[src/rtl/debounce_pkg.sv]
package debounce_pkg;

  typedef enum logic [1:0] {
    DB_BYPASS    = 2'b00,
    DB_PASS_LOW  = 2'b01,
    DB_PASS_HIGH = 2'b10,
    DB_REMOVE    = 2'b11
  } dbMode_e;

  // Strobes from the control side to the datapath
  typedef struct packed {
    logic restart;   // configuration written: reload output, clear count
    logic unitTick;  // one full unit of RTC ticks has elapsed while pending
  } dbStrobe_t;

endpackage

[src/rtl/debounce_control.sv]
module debounce_control
  import debounce_pkg::*;
#(
  parameter int UNIT_TICKS0 = 2,
  parameter int UNIT_TICKS1 = 8,
  parameter int UNIT_TICKS2 = 512,
  parameter int UNIT_TICKS3 = 2048
) (
  input  logic      clk,
  input  logic      rstN,
  input  logic      rtcTick,
  input  logic      cfgUnitSel,
  input  logic      cfgRangeSel,
  input  logic      cfgWrite,
  input  logic      pending,
  output dbStrobe_t strobe
);

  localparam int MAX01  = (UNIT_TICKS0 > UNIT_TICKS1) ? UNIT_TICKS0 : UNIT_TICKS1;
  localparam int MAX23  = (UNIT_TICKS2 > UNIT_TICKS3) ? UNIT_TICKS2 : UNIT_TICKS3;
  localparam int MAXU   = (MAX01 > MAX23) ? MAX01 : MAX23;
  localparam int PRE_W  = (MAXU > 2) ? $clog2(MAXU) : 1;

  logic [PRE_W-1:0] preCnt;
  logic [PRE_W-1:0] unitLast;
  logic             unitDone;

  always_comb begin
    case ({cfgRangeSel, cfgUnitSel})
      2'b00:   unitLast = PRE_W'(UNIT_TICKS0 - 1);
      2'b01:   unitLast = PRE_W'(UNIT_TICKS1 - 1);
      2'b10:   unitLast = PRE_W'(UNIT_TICKS2 - 1);
      default: unitLast = PRE_W'(UNIT_TICKS3 - 1);
    endcase
  end

  assign unitDone = (preCnt == unitLast);

  // Prescaler runs only while a qualified transition is pending
  always_ff @(posedge clk or negedge rstN) begin
    if (!rstN) begin
      preCnt <= '0;
    end else if (cfgWrite || !pending) begin
      preCnt <= '0;
    end else if (rtcTick) begin
      preCnt <= unitDone ? '0 : preCnt + 1'b1;
    end
  end

  always_comb begin
    strobe.restart  = cfgWrite;
    strobe.unitTick = pending && !cfgWrite && rtcTick && unitDone;
  end

endmodule

[src/rtl/debounce_datapath.sv]
module debounce_datapath
  import debounce_pkg::*;
#(
  parameter int COUNT_W     = 4,
  parameter int SYNC_STAGES = 2
) (
  input  logic               clk,
  input  logic               rstN,
  input  logic               pinRaw,
  input  logic [COUNT_W-1:0] cfgCount,
  input  logic [1:0]         cfgMode,
  input  dbStrobe_t          strobe,
  output logic               syncLvl,
  output logic               pending,
  output logic               pinFiltered
);

  logic [SYNC_STAGES-1:0] syncPipe;
  logic                   filtOut;
  logic [COUNT_W-1:0]     dbCnt;
  logic [COUNT_W-1:0]     effCount;
  logic                   mismatch;
  logic                   qualifies;
  logic                   expired;
  dbMode_e                mode;

  // Synchronizer chain, length chosen by parameter
  generate
    if (SYNC_STAGES == 1) begin : g_sync1
      always_ff @(posedge clk or negedge rstN) begin
        if (!rstN) syncPipe <= '0;
        else       syncPipe <= pinRaw;
      end
    end else begin : g_syncN
      always_ff @(posedge clk or negedge rstN) begin
        if (!rstN) syncPipe <= '0;
        else       syncPipe <= {syncPipe[SYNC_STAGES-2:0], pinRaw};
      end
    end
  endgenerate

  assign syncLvl  = syncPipe[SYNC_STAGES-1];
  assign mode     = dbMode_e'(cfgMode);
  assign mismatch = (syncLvl != filtOut);
  assign effCount = (cfgCount == '0) ? COUNT_W'(1) : cfgCount;
  assign expired  = ({1'b0, dbCnt} + 1'b1) >= {1'b0, effCount};

  always_comb begin
    case (mode)
      DB_REMOVE:    qualifies = 1'b1;
      DB_PASS_LOW:  qualifies = syncLvl;   // only rises are timed
      DB_PASS_HIGH: qualifies = !syncLvl;  // only falls are timed
      default:      qualifies = 1'b0;
    endcase
  end

  assign pending = mismatch && qualifies;

  always_ff @(posedge clk or negedge rstN) begin
    if (!rstN) begin
      filtOut <= 1'b0;
      dbCnt   <= '0;
    end else if (strobe.restart) begin
      filtOut <= syncLvl;
      dbCnt   <= '0;
    end else if (mismatch && !qualifies) begin
      filtOut <= syncLvl;
      dbCnt   <= '0;
    end else if (!mismatch) begin
      dbCnt   <= '0;
    end else if (strobe.unitTick) begin
      if (expired) begin
        filtOut <= syncLvl;
        dbCnt   <= '0;
      end else begin
        dbCnt   <= dbCnt + 1'b1;
      end
    end
  end

  assign pinFiltered = filtOut;

endmodule

[src/rtl/gpio_debounce_filter.sv]
module gpio_debounce_filter
  import debounce_pkg::*;
#(
  parameter int COUNT_W     = 4,
  parameter int SYNC_STAGES = 2,
  parameter int UNIT_TICKS0 = 2,
  parameter int UNIT_TICKS1 = 8,
  parameter int UNIT_TICKS2 = 512,
  parameter int UNIT_TICKS3 = 2048
) (
  input  logic               clk,
  input  logic               rstN,
  input  logic               rtcTick,
  input  logic               pinRaw,
  input  logic [COUNT_W-1:0] cfgCount,
  input  logic               cfgUnitSel,
  input  logic               cfgRangeSel,
  input  logic [1:0]         cfgMode,
  input  logic               cfgWrite,
  output logic               pinFiltered
);

  dbStrobe_t strobe;
  logic      pending;
  logic      syncLvl;

  debounce_control #(
    .UNIT_TICKS0(UNIT_TICKS0),
    .UNIT_TICKS1(UNIT_TICKS1),
    .UNIT_TICKS2(UNIT_TICKS2),
    .UNIT_TICKS3(UNIT_TICKS3)
  ) u_ctl (
    .clk        (clk),
    .rstN       (rstN),
    .rtcTick    (rtcTick),
    .cfgUnitSel (cfgUnitSel),
    .cfgRangeSel(cfgRangeSel),
    .cfgWrite   (cfgWrite),
    .pending    (pending),
    .strobe     (strobe)
  );

  debounce_datapath #(
    .COUNT_W    (COUNT_W),
    .SYNC_STAGES(SYNC_STAGES)
  ) u_dp (
    .clk        (clk),
    .rstN       (rstN),
    .pinRaw     (pinRaw),
    .cfgCount   (cfgCount),
    .cfgMode    (cfgMode),
    .strobe     (strobe),
    .syncLvl    (syncLvl),
    .pending    (pending),
    .pinFiltered(pinFiltered)
  );

endmodule

[config.mk]
export PLATFORM = sky130hd
export DESIGN_NAME = gpio_debounce_filter
export DESIGN_NICKNAME = d
export VERILOG_FILES = /design/src/rtl/debounce_pkg.sv /design/src/rtl/debounce_control.sv /design/src/rtl/debounce_datapath.sv /design/src/rtl/gpio_debounce_filter.sv
export SDC_FILE = /design/constraint.sdc
export NUM_CORES = 1
export LEC_CHECK = 0
export ABC_CLOCK_PERIOD_IN_PS = 1900
export BUFFER_PORTS_ARGS = -buffer_cell sky130_fd_sc_hd__clkbuf_2
export CAP_MARGIN = 20
export CORE_MARGIN = 5
export CORE_UTILIZATION = 25
export CTS_BUF_LIST = sky130_fd_sc_hd__clkbuf_4
export CTS_CLUSTER_SIZE = 8
export DETAILED_ROUTE_END_ITERATION = 12
export SYNTH_ARGS = -nofsm -noshare
export SYNTH_HDL_FRONTEND = slang
export SYNTH_HIERARCHICAL = 1
export SYNTH_SLANG_ARGS = --single-unit
export TNS_END_PERCENT = 5
[constraint.sdc]
create_clock -name clk -period 1.9 [get_ports clk]
set_input_delay 0.095 -clock clk [delete_from_list [all_inputs] [get_ports clk]]
set_output_delay 0.095 -clock clk [all_outputs]
set_load 0.01 [all_outputs]
### Word-level counts from Yosys, hierarchy flattened

Cells that the tools add are included.

| cells by class | value |
|---|---|
| order comparisons | 1 |
| mux-type cells | 16 |
| reductions and logical operators | 17 |
| add/sub/neg operators | 3 |
| eq/ne operators | 8 |

Operator list:

| operator | count |
|---|---|
| $mux W11 | 3 |
| $pmux W11 S3 | 1 |
| $mux W4 | 6 |
| $add A11 B1 Y11 const B | 1 |
| $eq A11 B11 Y1 | 1 |
| $reduce_bool A3 Y1 | 3 |
| $eq A2 B2 Y1 const B | 3 |
| $add A4 B1 Y5 const B | 1 |
| $ge A5 B4 Y1 | 1 |
| $logic_and A1 B1 Y1 | 5 |
| $mux W1 | 5 |
| $add A4 B1 Y4 const B | 1 |
| $eq A2 B1 Y1 const B | 2 |
| $logic_not A1 Y1 | 4 |
| $logic_not A4 Y1 | 1 |
| $ne A4 B4 Y1 const B | 1 |
| $pmux W1 S3 | 1 |
| $reduce_and A3 Y1 | 1 |
| $logic_not A2 Y1 | 1 |
| $reduce_bool A2 Y1 | 1 |
| $logic_or A1 B1 Y1 | 1 |
| $ne A1 B1 Y1 | 1 |

| word-level totals | value |
|---|---|
| register bits | 18 |
| bits of input ports | 13 |
| output and inout bits | 1 |
| word-level logic and storage cells | 49 |

### Longest topological paths before layout

| depth | value |
|---|---|
| depth after elaboration | 10 |
| depth in mapped cells | 8 |
| gate-level depth less buffers | 8 |

### Modules after synthesis

Netlist, hierarchy kept.

Modules (own cells, without submodules):

| module | cells an instance | area each (sq um) | times used | sequential area each (sq um) |
|---|---|---|---|---|
| debounce_control | 83 | 804.5 | 1 | 275.3 |
| debounce_datapath | 47 | 462.9 | 1 | 175.2 |

### Least setup slack after synthesis

No wires, ideal clock.

| timing path | value |
|---|---|
| path kind | register to register |
| start | reg u_dp.dbCnt[0] |
| end | reg u_dp.dbCnt[1] |
| cell stages (with the launch flop) | 9 |
| clock period less this slack | 2.116 ns |
| arrival | 1.995 ns |
| library setup time | 0.121 ns |
| path buffers | 0 |
| data required time | 1.779 ns |
| setup slack | -0.216 ns |
| cell sequence | dfrtp_1 ha_1 nor2b_1 or2_2 ha_1 o21ai_0 a22o_2 and4_1 a32o_2 |

| between the ends | value |
|---|---|
| cells in the longest elaborated chain, start to end | 7 |
| elaborated cells between the ends (all ways) | 8 |
| classes of those cells | 2 x add/sub; 1 x order compare; 5 x mux |

RTL lines:

| what | RTL line | text |
|---|---|---|
| start: declaration | debounce_datapath.sv:20 | `logic [COUNT_W-1:0] dbCnt;` |
| start signal: assignment | debounce_datapath.sv:76 | `dbCnt <= dbCnt + 1'b1;` |
| $add A4 B1 Y5 | debounce_datapath.sv:46 | `assign expired = ({1'b0, dbCnt} + 1'b1) >= {1'b0, effCount};` |
| $ge A5 B4 Y1 | debounce_datapath.sv:46 |  |
| $mux W4 * | debounce_datapath.sv:72 | `if (expired) begin` |
| $mux W4 * | debounce_datapath.sv:71 | `end else if (strobe.unitTick) begin` |
| $mux W4 * | debounce_datapath.sv:69 | `end else if (!mismatch) begin` |
| $mux W4 * | debounce_datapath.sv:66 | `end else if (mismatch && !qualifies) begin` |
| $mux W4 * | debounce_datapath.sv:63 | `end else if (strobe.restart) begin` |

Every way passes the cells marked *; elsewhere a longest branch is shown, timed or not. The select of a mux whose other input is x is not followed.
A chain may end at the register's enable or synchronous reset.

### Worst setup path in the final report

| timing path | value |
|---|---|
| start | reg u_dp.dbCnt[0] |
| end | reg u_dp.filtOut, in the netlist u_dp/pinFiltered |

| between the ends | value |
|---|---|
| cells in the longest elaborated chain, start to end | 4 |

RTL lines:

| what | RTL line | text |
|---|---|---|
| $add A4 B1 Y5 | debounce_datapath.sv:46 |  |
| $ge A5 B4 Y1 | debounce_datapath.sv:46 |  |
| $reduce_bool A3 Y1 (no source line) | n/a |  |
| $reduce_and A3 Y1 (no source line) | n/a |  |
| end signal: assignment | debounce_datapath.sv:64 | `filtOut <= syncLvl;` |
| end signal: assignment | debounce_datapath.sv:67 | `filtOut <= syncLvl;` |
| end signal: assignment | debounce_datapath.sv:73 | `filtOut <= syncLvl;` |
| end: declaration | debounce_datapath.sv:19 | `logic filtOut;` |

Every way passes these cells.

==> impl.org <==
** Status
- The flow ran to the end, but the final reports show violations.
- The final reports fail on setup timing.

** Layout
- Antenna diode count :: 0
- Final std cells w/o fill :: 228
- The library cell used most frequently in the layout, excluding fill and tap cells, is sky130_fd_sc_hd__dfrtp_1.
- Ratio of cells with drive above 1 in the final layout :: 0.3544
- Most frequent cells in the layout :: 18 x sky130_fd_sc_hd__dfrtp_1, 13 x sky130_fd_sc_hd__clkbuf_2, 13 x sky130_fd_sc_hd__buf_4
- After the last flow step, the layout net total stands at 178.
- Syn-to-layout area delta :: 23.30%

** Floorplanning
- The core region is 5010 µm².
- Horizontal die dimension :: 81.20 µm
- In this run the vertical extent of the chip is 81.20 µm.
- Site Rows :: 26
- The floorplan step defined a die boundary enclosing 6593 µm².
- Initial Utilization :: 0.2530
- 14 I/O pins were placed.

** STA
- Worst slew slack as a fraction of its limit :: 0.7017
- F_max :: 504.5 MHz
- Setup total negative slack on the finished layout was measured at -241.2 ps.
- Final worst clock skew :: 6.938 ps
- Period Utilization, post-route :: 1.043
- The number of endpoints with negative hold slack in the final report is 0.
- After layout, the worst setup slack is -82.22 ps.
- Final-report setup violation count :: 3
- Worst-Margin Slew :: 447.4 ps
- For the finished layout, the period the worst path requires is 1982 ps.
- The final count of pins violating max slew is 0.
- Setup repair after global routing could not meet its margin everywhere.

** Critical path
- The most critical setup path has its startpoint at u_dp/dbCnt[0].
- The worst register-to-register path has a depth of 8.
- The worst register-to-register path ends at u_dp/pinFiltered.
- CP Data Arrival Time :: 2180 ps
- Crit Reg-Reg Startpoint :: u_dp/dbCnt[0]
- The critical path is of the reg -> reg type.
- In this run the worst path has a maximum fanout of 4.
- STA classifies the critical path startpoint as a register.
- Critical path endpoint category :: register
- Worst setup endpoint :: u_dp/pinFiltered
- Register-to-Register Setup Slack :: -80 ps
- STA puts the critical path data required time at 2100 ps.

** Placed design
- Detailed placement ended at an HPWL of 2109 µm.
- Final RePlAce weighted congestion :: 0.8344
- Buffers placed on the I/O ports in this run total 13.
- In this run, placement finished with an instance count of 221.

** Yosys
- Adder and majority cell fraction of the synthesized area :: 0.05923
- Summing every instance area after synthesis gives 1267 µm².
- When the netlist entered floorplanning its net count stood at 149.
- Sequential fraction of the synthesis area :: 0.3554
- Of the total synthesized cell area, the portion taken by AND, OR, NAND and NOR gates is 0.2320.
- After synthesis, the largest family of logic cells by area is compound AO/OA/AOI/OAI gates.
- Post-synthesis compound-gate area fraction :: 0.2458
- For this run, the leading register cell type out of synthesis is sky130_fd_sc_hd__dfrtp_1.
- Yosys warns :: 6
- Xor and xnor fraction of the mapped netlist area :: 0.04146
- Number of enable-type register cells in the synthesized netlist :: 0
- Gate count after technology mapping :: 130
- Measured against the total synthesized area, the mux share comes to 0.
- The number of different library cells used by synthesis comes to 47.
- In the synthesized netlist the async set-or-reset flop fraction comes to 1.000.
- In this run, synthesis produced a sequential element count of 18.
- Mean instance size in the synthesized netlist :: 9.750 µm²

** Detailed routing
- For this run, design rule violations remaining after detail routing come to 0.
- Post-detailed-route via-to-cell ratio :: 4.649
- Dividing the detail-routed wire length by the instance count gives 11.57 µm.
- The count of nets left with antenna violations once routing finished came out at 0.
- Overall routed net length :: 2639 µm
- Routed via count :: 1,060
- Number of DRC violations after detailed-routing iteration 0 :: 44
- Before antenna repair, the detailed router went through 4 iterations.

** Power and ir drop
- Summed over all cells, the static leakage comes to 0.6973 nW.
- For this design the ratio of total power to cell area is 445.0 nW/µm².
- The design draws 695.4 µW.
- The worst-case IR drop observed on VDD is 0.0002584 V.

** GRT
- The number of antenna violations at the first check in global routing came to 0.
- Grt ovf :: 0
- Across every metal layer, demand over resource in global routing totals 0.09070.
- Global-route wire length before repair :: 4747 µm
- Via count of the first global-routing pass :: 1,056
- Largest net degree at the start of global routing :: 19

** Clock tree
- Clock-pin transition on the worst setup and hold timing paths :: 100 ps
- The number of clock buffers added by TritonCTS is 3.
- The clock passes through at most 2 buffers.
- Clock Root Buffer :: sky130_fd_sc_hd__clkbuf_4
- The tree built by TritonCTS fans out to 18 sinks.
- Clock tree from TritonCTS :: built
- Clk Latency, worst-skew pair :: 290 ps
- In this run the number of H-tree levels came out at 1.

** Min path
- The worst hold path passes through 3 cells.
- The tightest min-delay check is of the in -> reg type.

** Run
- Max-cap viol count :: 0
==> worst max-delay path, cell delays in order, from the launching register on <==
cell and delay (ps):
sky130_fd_sc_hd__dfrtp_1 400, sky130_fd_sc_hd__ha_2 200, sky130_fd_sc_hd__nor2b_4 120, sky130_fd_sc_hd__or2_4 230, sky130_fd_sc_hd__ha_4 260, sky130_fd_sc_hd__o21ai_2 40
sky130_fd_sc_hd__a22o_2 230, sky130_fd_sc_hd__a211o_2 290, sky130_fd_sc_hd__o211ai_1 110
==> stage by stage <==
step | area, µm² | setup slack (ps) | util | hold WS [ps]
floorplan | 1292 | -100.3 | - | -200.6
detailed placement | 1485 | -117.6 | 0.2965 | 66.50
global placement | 1485 | -96.31 | 0.2965 | 71.01
CTS | 1549 | -82.33 | 0.3092 | 82.49
global route | 1563 | -158.2 | 0.3119 | 109.2
finish | 1563 | -82.22 | 0.3119 | 93.45
==> synthesized netlist by cell type, types with 2 or more instances <==
library cell	number	area, µm²
sky130_fd_sc_hd__dfrtp_1	18	450.4
sky130_fd_sc_hd__nand2_1	12	45.04
sky130_fd_sc_hd__nand3_1	11	55.05
sky130_fd_sc_hd__inv_1	8	30.03
sky130_fd_sc_hd__ha_1	6	75.07
sky130_fd_sc_hd__o21ai_2	6	52.55
sky130_fd_sc_hd__nor2_1	5	18.77
sky130_fd_sc_hd__and3_1	4	25.02
sky130_fd_sc_hd__o21ai_0	4	20.02
sky130_fd_sc_hd__o31ai_1	4	30.03
sky130_fd_sc_hd__nor3_1	3	15.01
sky130_fd_sc_hd__xnor2_1	3	26.28
sky130_fd_sc_hd__xor2_1	3	26.28
sky130_fd_sc_hd__a21o_1	2	15.01
sky130_fd_sc_hd__a21oi_1	2	10.01
sky130_fd_sc_hd__a32o_2	2	22.52
sky130_fd_sc_hd__buf_6	2	22.52
sky130_fd_sc_hd__nand2b_1	2	12.51
sky130_fd_sc_hd__nand4_1	2	12.51
sky130_fd_sc_hd__nor2b_1	2	12.51
sky130_fd_sc_hd__nor4_1	2	12.51
sky130_fd_sc_hd__o2bb2ai_2	2	30.03
==> metal layers <==
layer  vias to the layer above  GRT usage  part of all wire  wire, µm
li1                        541          -                 -         -
met3                         2    0.01441             0.023        61
met4                         0    0.03041            0.0049        13
met1                       509     0.1204              0.47      1245
met5                         -          0                 0         0
met2                         8     0.1494              0.50      1318
==> worst min-delay path by stage <==
stage,from,end,slack (ps)
3_5_place_dp,rstN,u_ctl/preCnt[8],70
6_report,cfgMode[1],u_dp/pinFiltered,90
4_1_cts,cfgMode[1],u_dp/pinFiltered,80
5_1_grt,cfgMode[1],u_dp/pinFiltered,110
2_1_floorplan,rstN,u_ctl/preCnt[0],-200
3_3_place_gp,rstN,u_ctl/preCnt[8],70
==> registers in the layout, indices dropped and copies added, names as in the netlist <==
name and flops:
u_dp/dbCnt 4, u_ctl/preCnt 11, u_dp/pinFiltered 1, u_dp/syncPipe 2
==> kinds of logic (layout without fill, tap and decap cells) <==
| kind of cell | count (synthesis) | in the layout |
|---|---|---|
| adders and majority gates | 6 | 6 |
| and+or+nand+nor | 53 | 53 |
| DFF | 18 | 18 |
| xor gates and xnor gates | 6 | 6 |
| AOI/OAI and AO/OA | 34 | 34 |
| buffers and inverters | 13 | 41 |
==> final cells by class <==
type                       count  area (µm²)
fill                         548        3447
multi-input combinational     99       782.0
sequential                    18       450.4
timing repair buffer          28       182.7
tap                           70       87.58
inverter                       9       33.78
clock buffer                   3       22.52
clock inverter                 1       3.754
==> repair_timing <==
action	CTS	global route
hold buffers	2	0
resized for setup	2	3
setup buffers	1	0
setup endpoints to repair	5	7
endpoints found under the hold margin	19	0
pin swaps	7	1
==> where the power goes <==
group,internal (mW),switching (mW)
Combinational,0.0479,0.0571
Clock,0.0763,0.118
Sequential,0.389,0.00717
Total,0.513,0.183
Power figures use the tool's default switching activity.
